$ cat src/rtl/dram_rfc_pkg.sv
package dram_rfc_pkg;

    typedef enum logic [2:0] {
        ST_INIT,
        ST_IDLE,
        ST_REQ,
        ST_LEAD,
        ST_RAS,
        ST_PRE,
        ST_SELF,
        ST_EXIT
    } rfc_state_e;

    // nanoseconds to clock cycles, rounded up
    function automatic longint ns2cyc(longint ns, longint mhz);
        return (ns * mhz + 64'd999) / 64'd1000;
    endfunction

    function automatic int max2(int a, int b);
        return (a > b) ? a : b;
    endfunction

endpackage

$ cat src/rtl/rfc_tick.sv
module rfc_tick #(
    parameter int INTERVAL = 1953
) (
    input  logic clk,
    input  logic rst_n,
    input  logic en,
    output logic tick
);
    localparam int IW = $clog2(INTERVAL + 1);

    typedef struct packed {
        logic [IW-1:0] cnt;
    } tick_s;

    tick_s q, d;

    always_comb begin
        d    = q;
        tick = 1'b0;
        if (!en) begin
            d.cnt = '0;
        end else if (q.cnt == IW'(INTERVAL - 1)) begin
            d.cnt = '0;
            tick  = 1'b1;
        end else begin
            d.cnt = q.cnt + IW'(1);
        end
    end

    always_ff @(posedge clk) begin
        if (!rst_n) q <= '0;
        else        q <= d;
    end

    p_tick_range_r7: assert property (@(posedge clk) disable iff (!rst_n)
        q.cnt <= IW'(INTERVAL - 1));

endmodule

$ cat src/rtl/rfc_backlog.sv
module rfc_backlog #(
    parameter int MAX = 8
) (
    input  logic clk,
    input  logic rst_n,
    input  logic inc,
    input  logic dec,
    input  logic clr,
    output logic work
);
    localparam int PW = $clog2(MAX + 1);

    typedef struct packed {
        logic [PW-1:0] pend;
    } blog_s;

    blog_s q, d;

    always_comb begin
        d = q;
        if (clr) begin
            d.pend = '0;
        end else if (inc && !dec) begin
            if (q.pend != PW'(MAX)) d.pend = q.pend + PW'(1);
        end else if (dec && !inc) begin
            if (q.pend != '0) d.pend = q.pend - PW'(1);
        end
        work = (q.pend != '0);
    end

    always_ff @(posedge clk) begin
        if (!rst_n) q <= '0;
        else        q <= d;
    end

    p_backlog_cap_r8: assert property (@(posedge clk) disable iff (!rst_n)
        q.pend <= PW'(MAX));

    p_backlog_hold_r8: assert property (@(posedge clk) disable iff (!rst_n)
        (q.pend == PW'(MAX) && inc && !dec && !clr) |=> (q.pend == PW'(MAX)));

endmodule

$ cat src/rtl/rfc_seq.sv
module rfc_seq
    import dram_rfc_pkg::*;
#(
    parameter int INIT_CYC       = 25000,
    parameter int LEAD_CYC       = 2,
    parameter int RAS_CYC        = 8,
    parameter int PRE_CYC        = 5,
    parameter int SELF_CYC       = 12500,
    parameter int EXIT_CYC       = 14,
    parameter int INIT_REFRESHES = 8,
    parameter int REFRESH_ROWS   = 4096
) (
    input  logic clk,
    input  logic rst_n,
    input  logic bus_gnt,
    input  logic sr_enter,
    input  logic sr_exit,
    input  logic work,
    output logic ras_n,
    output logic cas_n,
    output logic we_n,
    output logic bus_req,
    output logic init_done,
    output logic busy,
    output logic tick_en,
    output logic done,
    output logic clr
);
    localparam int MAXT = max2(max2(INIT_CYC, SELF_CYC),
                               max2(max2(LEAD_CYC, RAS_CYC), max2(PRE_CYC, EXIT_CYC)));
    localparam int TW   = $clog2(MAXT + 1);
    localparam int BW   = $clog2(max2(REFRESH_ROWS, INIT_REFRESHES) + 1);

    typedef struct packed {
        rfc_state_e      st;
        logic [TW-1:0]   tmr;
        logic [BW-1:0]   burst;
        logic            self_m;
        logic            exit_seen;
        logic            init_done;
    } seq_s;

    seq_s q, d;

    always_comb begin
        d    = q;
        done = 1'b0;
        clr  = 1'b0;
        unique case (q.st)
            ST_INIT: begin
                if (q.tmr == '0) begin
                    d.st    = ST_REQ;
                    d.burst = BW'(INIT_REFRESHES);
                end else begin
                    d.tmr = q.tmr - TW'(1);
                end
            end
            ST_IDLE: begin
                if (sr_enter) begin
                    d.st        = ST_REQ;
                    d.self_m    = 1'b1;
                    d.exit_seen = 1'b0;
                    clr         = 1'b1;
                end else if (work) begin
                    d.st = ST_REQ;
                end
            end
            ST_REQ: begin
                if (bus_gnt) begin
                    d.st  = ST_LEAD;
                    d.tmr = TW'(LEAD_CYC - 1);
                end
            end
            ST_LEAD: begin
                if (q.tmr != '0) begin
                    d.tmr = q.tmr - TW'(1);
                end else if (q.self_m) begin
                    d.st  = ST_SELF;
                    d.tmr = TW'(SELF_CYC - 1);
                end else begin
                    d.st  = ST_RAS;
                    d.tmr = TW'(RAS_CYC - 1);
                end
            end
            ST_RAS: begin
                if (q.tmr != '0) begin
                    d.tmr = q.tmr - TW'(1);
                end else begin
                    d.st  = ST_PRE;
                    d.tmr = TW'(PRE_CYC - 1);
                    if (q.burst != '0) d.burst = q.burst - BW'(1);
                    else               done    = 1'b1;
                end
            end
            ST_PRE: begin
                if (q.tmr != '0) begin
                    d.tmr = q.tmr - TW'(1);
                end else if (q.burst != '0 || work) begin
                    d.st = ST_REQ;
                end else begin
                    d.st        = ST_IDLE;
                    d.init_done = 1'b1;
                end
            end
            ST_SELF: begin
                if (sr_exit) d.exit_seen = 1'b1;
                if (q.tmr != '0) begin
                    d.tmr = q.tmr - TW'(1);
                end else if (q.exit_seen || sr_exit) begin
                    d.st     = ST_EXIT;
                    d.tmr    = TW'(EXIT_CYC - 1);
                    d.self_m = 1'b0;
                    d.burst  = BW'(REFRESH_ROWS);
                end
            end
            ST_EXIT: begin
                if (q.tmr != '0) d.tmr = q.tmr - TW'(1);
                else             d.st  = ST_REQ;
            end
            default: d.st = ST_IDLE;
        endcase
    end

    always_ff @(posedge clk) begin
        if (!rst_n) begin
            q           <= '0;
            q.st        <= ST_INIT;
            q.tmr       <= TW'(INIT_CYC - 1);
        end else begin
            q <= d;
        end
    end

    assign cas_n     = !(q.st == ST_LEAD || q.st == ST_RAS || q.st == ST_SELF);
    assign ras_n     = !(q.st == ST_RAS || q.st == ST_SELF);
    assign we_n      = 1'b1;
    assign bus_req   = !(q.st == ST_INIT || q.st == ST_IDLE);
    assign busy      = (q.st != ST_IDLE);
    assign init_done = q.init_done;
    assign tick_en   = q.init_done && (q.burst == '0) && !q.self_m;

    p_cbr_order_r5: assert property (@(posedge clk) disable iff (!rst_n)
        $fell(ras_n) |-> $past(!cas_n));

    p_strobe_req_r4: assert property (@(posedge clk) disable iff (!rst_n)
        (!ras_n || !cas_n) |-> bus_req);

    p_init_sticky_r3: assert property (@(posedge clk) disable iff (!rst_n)
        !$fell(init_done));

    p_quiet_idle_r11: assert property (@(posedge clk) disable iff (!rst_n)
        (!busy) |-> (init_done && !bus_req));

endmodule

$ cat src/rtl/dram_rfc_ctrl.sv
module dram_rfc_ctrl
    import dram_rfc_pkg::*;
#(
    parameter int CLK_MHZ           = 125,
    parameter int INIT_WAIT_NS      = 200000,
    parameter int REFRESH_ROWS      = 4096,
    parameter int REFRESH_WINDOW_NS = 64000000,
    parameter int INIT_REFRESHES    = 8,
    parameter int MAX_BACKLOG       = 8,
    parameter int CAS_LEAD_NS       = 10,
    parameter int RAS_LOW_NS        = 60,
    parameter int PRECHARGE_NS      = 40,
    parameter int SELF_MIN_NS       = 100000,
    parameter int SELF_EXIT_NS      = 110
) (
    input  logic clk,
    input  logic rst_n,
    input  logic bus_gnt,
    input  logic sr_enter,
    input  logic sr_exit,
    output logic ras_n,
    output logic cas_n,
    output logic we_n,
    output logic bus_req,
    output logic init_done,
    output logic busy
);
    localparam int INIT_CYC = int'(ns2cyc(longint'(INIT_WAIT_NS), longint'(CLK_MHZ)));
    localparam int LEAD_CYC = int'(ns2cyc(longint'(CAS_LEAD_NS),  longint'(CLK_MHZ)));
    localparam int RAS_CYC  = int'(ns2cyc(longint'(RAS_LOW_NS),   longint'(CLK_MHZ)));
    localparam int PRE_CYC  = int'(ns2cyc(longint'(PRECHARGE_NS), longint'(CLK_MHZ)));
    localparam int SELF_CYC = int'(ns2cyc(longint'(SELF_MIN_NS),  longint'(CLK_MHZ)));
    localparam int EXIT_CYC = int'(ns2cyc(longint'(SELF_EXIT_NS), longint'(CLK_MHZ)));
    localparam int INTERVAL = int'((longint'(REFRESH_WINDOW_NS) * longint'(CLK_MHZ) / 64'd1000)
                                   / longint'(REFRESH_ROWS));

    logic tick_en, tick, work, done, clr;

    rfc_tick #(.INTERVAL(INTERVAL)) u_tick (
        .clk   (clk),
        .rst_n (rst_n),
        .en    (tick_en),
        .tick  (tick)
    );

    rfc_backlog #(.MAX(MAX_BACKLOG)) u_backlog (
        .clk   (clk),
        .rst_n (rst_n),
        .inc   (tick),
        .dec   (done),
        .clr   (clr),
        .work  (work)
    );

    rfc_seq #(
        .INIT_CYC       (INIT_CYC),
        .LEAD_CYC       (LEAD_CYC),
        .RAS_CYC        (RAS_CYC),
        .PRE_CYC        (PRE_CYC),
        .SELF_CYC       (SELF_CYC),
        .EXIT_CYC       (EXIT_CYC),
        .INIT_REFRESHES (INIT_REFRESHES),
        .REFRESH_ROWS   (REFRESH_ROWS)
    ) u_seq (
        .clk       (clk),
        .rst_n     (rst_n),
        .bus_gnt   (bus_gnt),
        .sr_enter  (sr_enter),
        .sr_exit   (sr_exit),
        .work      (work),
        .ras_n     (ras_n),
        .cas_n     (cas_n),
        .we_n      (we_n),
        .bus_req   (bus_req),
        .init_done (init_done),
        .busy      (busy),
        .tick_en   (tick_en),
        .done      (done),
        .clr       (clr)
    );

    // pulse-width watch counters for the assertions below
    localparam int LW = $clog2(RAS_CYC + 1);
    localparam int HW = $clog2(PRE_CYC + 1);
    logic [LW-1:0] low_cnt_q;
    logic [HW-1:0] high_cnt_q;

    always_ff @(posedge clk) begin
        if (!rst_n) begin
            low_cnt_q  <= '0;
            high_cnt_q <= '0;
        end else begin
            if (ras_n)                       low_cnt_q <= '0;
            else if (low_cnt_q != LW'(RAS_CYC)) low_cnt_q <= low_cnt_q + LW'(1);
            if (!ras_n)                      high_cnt_q <= '0;
            else if (high_cnt_q != HW'(PRE_CYC)) high_cnt_q <= high_cnt_q + HW'(1);
        end
    end

    p_ras_width_r5: assert property (@(posedge clk) disable iff (!rst_n)
        $rose(ras_n) |-> (low_cnt_q == LW'(RAS_CYC)));

    p_release_precharge_r6: assert property (@(posedge clk) disable iff (!rst_n)
        ($fell(bus_req) && init_done) |-> (high_cnt_q == HW'(PRE_CYC)));

    p_precharge_gap_r6: assert property (@(posedge clk) disable iff (!rst_n)
        $fell(ras_n) |-> (high_cnt_q == HW'(PRE_CYC)));

endmodule

$ cat config.mk
export PLATFORM = sky130hd
export DESIGN_NAME = dram_rfc_ctrl
export DESIGN_NICKNAME = d
export VERILOG_FILES = /design/src/rtl/dram_rfc_pkg.sv /design/src/rtl/rfc_tick.sv /design/src/rtl/rfc_backlog.sv /design/src/rtl/rfc_seq.sv /design/src/rtl/dram_rfc_ctrl.sv
export SDC_FILE = /design/constraint.sdc
export NUM_CORES = 1
export LEC_CHECK = 0
export ABC_AREA = 0
export BUFFER_PORTS_ARGS = -buffer_cell sky130_fd_sc_hd__buf_2
export CORE_UTILIZATION = 35
export CTS_CLUSTER_DIAMETER = 150
export DETAILED_ROUTE_END_ITERATION = 7
export SLEW_MARGIN = 10
export SYNTH_ARGS = -nofsm -noshare
export SYNTH_HDL_FRONTEND = slang
export SYNTH_SLANG_ARGS = --single-unit
$ cat constraint.sdc
create_clock -name clk -period 3.71 [get_ports clk]
set_input_delay 0.742 -clock clk [delete_from_list [all_inputs] [get_ports clk]]
set_output_delay 0.742 -clock clk [all_outputs]
set_load 0.1 [all_outputs]
* Word-level counts from Yosys, hierarchy flattened *
Index checks and enable logic that the tools add are counted.

word-level totals
  word-level logic and storage cells = 118
  output and inout port bits = 6
  flip-flop bits (word level) = 49

operators by class
  equality and inequality tests = 26
  reductions and logical operators = 37
  mux-type cells = 38
  bitwise logic cells = 4
  add/subtract/negate cells = 5

operators with widths
  kind                                                                  count
  15-bit one-hot mux with 6 select lines                                1
  15-bit two-way mux                                                    5
  13-bit two-way mux                                                    3
  13-bit one-hot mux with 3 select lines                                1
  32-bit two-way mux                                                    1
  3-bit two-way mux                                                     8
  3-bit one-hot mux with 8 select lines                                 1
  2-bit inequality test, second input constant                          10
  18-bit two-way mux                                                    1
  17-bit two-way mux                                                    1
  4-bit two-way mux                                                     4
  15-bit logical NOT                                                    1
  15-bit nonzero test                                                   1
  15-bit by 1-bit subtractor with 15-bit output, second input constant  1
  14-bit two-way mux                                                    1
  13-bit logical NOT                                                    1
  13-bit nonzero test                                                   1
  13-bit by 1-bit subtractor with 13-bit output, second input constant  1
  3-bit equality test, second input constant                            4
  11-bit by 1-bit adder with 11-bit output, second input constant       1
  11-bit equality test, second input constant                           1
  3-bit AND reduction                                                   3
  9-bit AND reduction                                                   1
  1-bit two-way mux                                                     8
  other kinds (24)                                                      49

* Longest topological paths before layout *
  word-level depth = 8
  depth in mapped cells = 14
  gate-level depth less buffers = 14

* Hierarchy *
Synthesis repeated with hierarchy kept, for this count alone.

second synthesis, totals
  cells, all modules = 383
  area total of the unflattened synthesis = 2982.9 µm²

by module, submodules not included
  module       cells an instance  area each (µm²)  instances  sequential area each (µm²)
  rfc_seq      297                2168.3           1          680.7
  rfc_tick     57                 524.3            1          220.2
  rfc_backlog  29                 290.3            1          80.1

* Worst setup path after synthesis *
Ideal clock, no wire load.

  path kind = flip-flop to flip-flop
  from = register u_seq.q[16] (netlist bit)
  to = register u_backlog.q[3] (netlist bit)
  stages on the path, launching flop included = 15
  setup slack = 0.472 ns
  setup time = 0.116 ns
  arrival = 3.122 ns
  cells stage by stage = dfxtp_1 > inv_1 > ha_1 > or4b_1 > nor4_4 > clkbuf_1 > nand3_1 > ha_1 > inv_1 > ha_1 > a21o_1 > a21oi_1 > xnor2_1 > a211oi_1 > a31o_2

between the ends
  word-level cells in the longest chain between the ends = 7
  elaborated cells on any way between the ends = 11

ends and longest elaborated chain
  element                                                                       RTL line           source
  from (decl)                                                                   rfc_seq.sv:43      seq_s q, d;
  15-bit nonzero test (*)                                                       rfc_seq.sv:86      if (q.tmr != '0) begin
  1-bit two-way mux (*)                                                         rfc_seq.sv:86
  1-bit two-way mux (*)                                                         rfc_seq.sv:49      unique case (q.st)
  1-bit logical NOT                                                             rfc_backlog.sv:23  end else if (inc && !dec) begin
  1-bit logical AND                                                             rfc_backlog.sv:23
  2-bit inequality test (no line) / 2-bit nonzero test (equally long branches)  --
  3-bit AND reduction (no line)                                                 --
  to (decl)                                                                     rfc_backlog.sv:17  blog_s q, d;

Mark *: on every way between the ends. The rest lies on a longest branch, timed or not.
A chain may end at the register's enable or synchronous reset.

* Worst setup path after layout *
  from = register u_seq.q[3] (netlist bit)
  to = register u_backlog.q[3] (netlist bit)

between the ends
  word-level cells in the longest chain between the ends = 8
  elaborated cells on any way between the ends = 17

ends and longest elaborated chain
  element                                                                       RTL line
  13-bit nonzero test / 13-bit logical NOT (equally long branches)              rfc_seq.sv:91, rfc_seq.sv:140
  1-bit two-way mux / 1-bit logical AND (equally long branches)                 rfc_seq.sv:91, rfc_seq.sv:140
  1-bit two-way mux / 1-bit logical AND (equally long branches)                 rfc_seq.sv:86, rfc_seq.sv:140
  1-bit two-way mux, on equally long branches                                   rfc_seq.sv:49, rfc_tick.sv:20
  1-bit logical NOT, on equally long branches                                   rfc_backlog.sv:23, rfc_backlog.sv:25
  1-bit logical AND, on equally long branches                                   rfc_backlog.sv:23, rfc_backlog.sv:25
  2-bit inequality test (no line) / 2-bit nonzero test (equally long branches)  --
  3-bit AND reduction (no line)                                                 --

Parallel ways exist; a longest one is shown, timed or not.

==> run metrics <==
Area contributors post-synth=dfxtp_1, nor2_1, ha_1; PnR worst setup slack=0.3817 ns; CTS tree=built; Post-layout nets=385; count of port buffers added during placement=9; # Post-CTS Setup Buffers=0; Tmin final=3.328 ns; number of synthesized register bits=49; Post-Layout Inst Area=0.003238 sq mm; placer congestion estimate=0.8108; Worst Tran Pin Value=0.7881 ns; Placement Setup Slack=0.3742 ns; Simple-Gate Fraction of Synth Area=28.94%; Worst setup EP type=flop; area delta synth->final=7.164%; Fmax achieved=300.5 MHz; Post-synth EDFFs=0; Crit path top cell by count=ha_1; Slew HR=46.90%; Yosys Warn Count=0; Synth Net Count=383; Sw Ratio=22.02%; crit-path cells=inv_1 > ha_1 > or4b_2 > nor3_1 > and3b_1 > ha_1 > inv_1 > ha_1 > a21o_1 > a21oi_1 > xnor2_1 > a211oi_1 > a31o_2; post-synthesis mux area share=0.3313%; top_reg_cell synth=dfxtp_1; MaxCap Viol Count=0; slowest stage delay, CP=0.60 ns; RSZ-0062 raised after global routing=no; DR pass1 iterations=4; sw power=0.2138 mW; Vias=2673; asr flop ratio synth=0%; status=finished, final reports clean; Placed Area=0.003118 sq mm; DR vias/cell=5.616; Logic pwr share=3.2%; vias in the first global route=2569; Setup CP Type=reg -> reg; skew final=0.005372 ns; Synth Instances=368; Synth Area in XOR/XNOR=4.058%; peak supply drop=0.0001401 V; Crit path arrival time=3.54 ns; final setup fails=0; cell row count=33; share of cells above drive strength 1=14.29%; antenna cells=0; Max Slew Vio Count=0; Max clock buf depth=2; die area=0.009009 sq mm; CTS Sinks=49; Hold WC Path Type=reg -> reg; DP HPWL=4921 microns; main combinational cell family by area after synthesis=simple AND/OR/NAND/NOR gates; Initial Util=36.41%; post-synth top area cell=dfxtp_1; clock latency on the worst-skew pair=0.31 ns; Req. time, crit path=3.92 ns; post-synthesis cell area=0.003022 sq mm; grt total ovfl=0; Seq pwr share=54.7%; PwrDens=299.9 mW/mm^2; Setup TNS=0 ns; Routed WL=6966 microns; clock-pin slew on the worst setup and hold paths=0.10 ns; Core Area=0.008299 sq mm; top cell type's share of synthesized area=32.46%; largest net degree at the start of global routing=35; Chip Width=94.92 microns; first-pass GRT wire length=11980 microns; Die Ht=94.92 microns; placed cells=468; fraction of the mapped netlist area in adder cells=4.389%; Iter 0 DRT Violations=144; Clk network pwr share=42.1%; CTS HTree Levels=2; IO Pins=11; CTS root buf=clkbuf_8; hold_buf cts=0; Period Utilization, post-route=89.71%; Compound-Gate Fraction of Synth Area=23.44%; DRC viols=0; Pleak=1.189 nW; WL per Instance=14.63 microns; Finished Layout Cells=476; TritonCTS buffer count=5; Seq/Total Area, Yosys=32.46%; Overall Global Routing Usage=16.78%; Worst setup SP type=flop; slowest cell on the critical path=or4b_2; final antenna-violating net count=0; Synth cell types=65; Int Power=0.7573 mW; initial antenna violation count=0; Critical Path Fanout Max=5; CTS resizes=0; Avg Cell Area, Syn=8.211 sq um; Final Hold Viols=0
## cells by family (layout without fill, tap and decap cells)
family / Yosys count / in the layout
other: 1 / 1
XOR/XNOR: 14 / 14
adder cells (fa/ha/maj): 10 / 10
flip-flops: 49 / 49
AO/OA/AOI/OAI: 99 / 99
buffers and inverters: 37 / 40
AND/OR/NAND/NOR: 157 / 157
multiplexers: 1 / 1
## per-stage QoR
stage	hold WS (ns)	power (mW)	utilization, %
2_1_floorplan	0.4173	0.5665	-
3_5_place_dp	0.4437	0.5744	37.57
3_3_place_gp	0.4283	0.5739	37.57
6_report	0.4553	0.9711	39.02
5_1_grt	0.5069	1.009	39.02
4_1_cts	0.4598	0.9879	39.02
## layout make-up
type | count | area, sq um
repair buffers | 15 | 90.09
flip-flops and latches | 49 | 980.9
well taps | 105 | 131.4
inverters | 17 | 63.81
clock buffers | 6 | 82.58
multi-input cells | 282 | 1852
fillers | 861 | 5061
clock inverters | 2 | 37.54
## state kept, by name, summed over array words and instances (netlist names)
name and count:
u_seq.q 33, u_tick.q 11, u_backlog.q 4, u_seq.init_done 1
## worst max-delay path: cells and delay by family, from the launching register on
kind | cells | cell delay, ns
and+or+nand+nor | 3 | 1.20
AOI/OAI and AO/OA | 4 | 0.69
xor gates and xnor gates | 1 | 0.17
adders and majority gates | 3 | 0.63
buffers and inverters | 2 | 0.22
DFF | 1 | 0.33
## synth_stat cells (3+ instances only)
master / instances
dfxtp_1: 49
nor2_1: 36
nand2_1: 29
a21oi_1: 22
inv_1: 17
o21ai_0: 16
nand3_1: 14
nor3_1: 13
or4_1: 11
clkbuf_1: 9
ha_1: 9
a211oi_1: 8
xor2_1: 8
nand4_1: 7
o211ai_1: 7
or3_1: 6
xnor2_1: 6
and3_1: 5
buf_6: 5
o21ai_1: 5
o221a_2: 5
a31oi_1: 4
buf_2: 4
nand2b_1: 4
nor2b_1: 4
nor3b_1: 4
a21boi_1: 3
nand4b_1: 3
o31ai_1: 3
or2_2: 3
or3b_2: 3
## cells in the final DEF (no fill, tap or decap), types with 3 or more instances in the layout
cell      count
o31ai_1       3
nand2_1      29
nor3_1       13
nor2b_1       4
or3b_2        3
nand3_1      14
or3_1         6
o211ai_1      7
a31oi_1       4
o21ai_0      16
clkbuf_8      6
buf_2         9
buf_4         6
xor2_1        8
nand4b_1      3
nor2_1       36
a21boi_1      3
inv_1        17
ha_1          9
xnor2_1       6
or4_1        11
nor3b_1       4
o221a_2       5
a211oi_1      8
and3_1        5
dfxtp_1      49
nand2b_1      4
o21ai_1       5
a21oi_1      22
nand4_1       7
or2_2         3
## layer usage
| metal | share of wire [%] | GRT usage, % |
|---|---|---|
| met1 | 50 | 22.77 |
| met2 | 47 | 27.46 |
| met3 | 2.7 | 2.899 |
| met4 | 0.75 | 4.167 |
| met5 | 0 | 0 |
## path summary, 6_finish.rpt
path                    start              to  slack [ns]  depth (start not counted)
hold / removal    u_tick.q[0]     u_tick.q[0]        0.46                          1
hold reg to reg   u_tick.q[0]     u_tick.q[0]        0.46                          1
setup reg to reg   u_seq.q[3]  u_backlog.q[3]        0.38                         13
setup / recovery   u_seq.q[3]  u_backlog.q[3]        0.38                         13
## power groups by stage
| stage | registers (mW) | clock network [mW] | logic (mW) |
|---|---|---|---|
| 2_1_floorplan | 0.543 | 0 | 0.0239 |
| 3_3_place_gp | 0.543 | 0 | 0.0308 |
| 3_5_place_dp | 0.543 | 0 | 0.0311 |
| 4_1_cts | 0.531 | 0.425 | 0.0313 |
| 5_1_grt | 0.532 | 0.442 | 0.0353 |
| 6_report | 0.531 | 0.409 | 0.0312 |
Note: power is estimated with default switching activity, not from simulation.
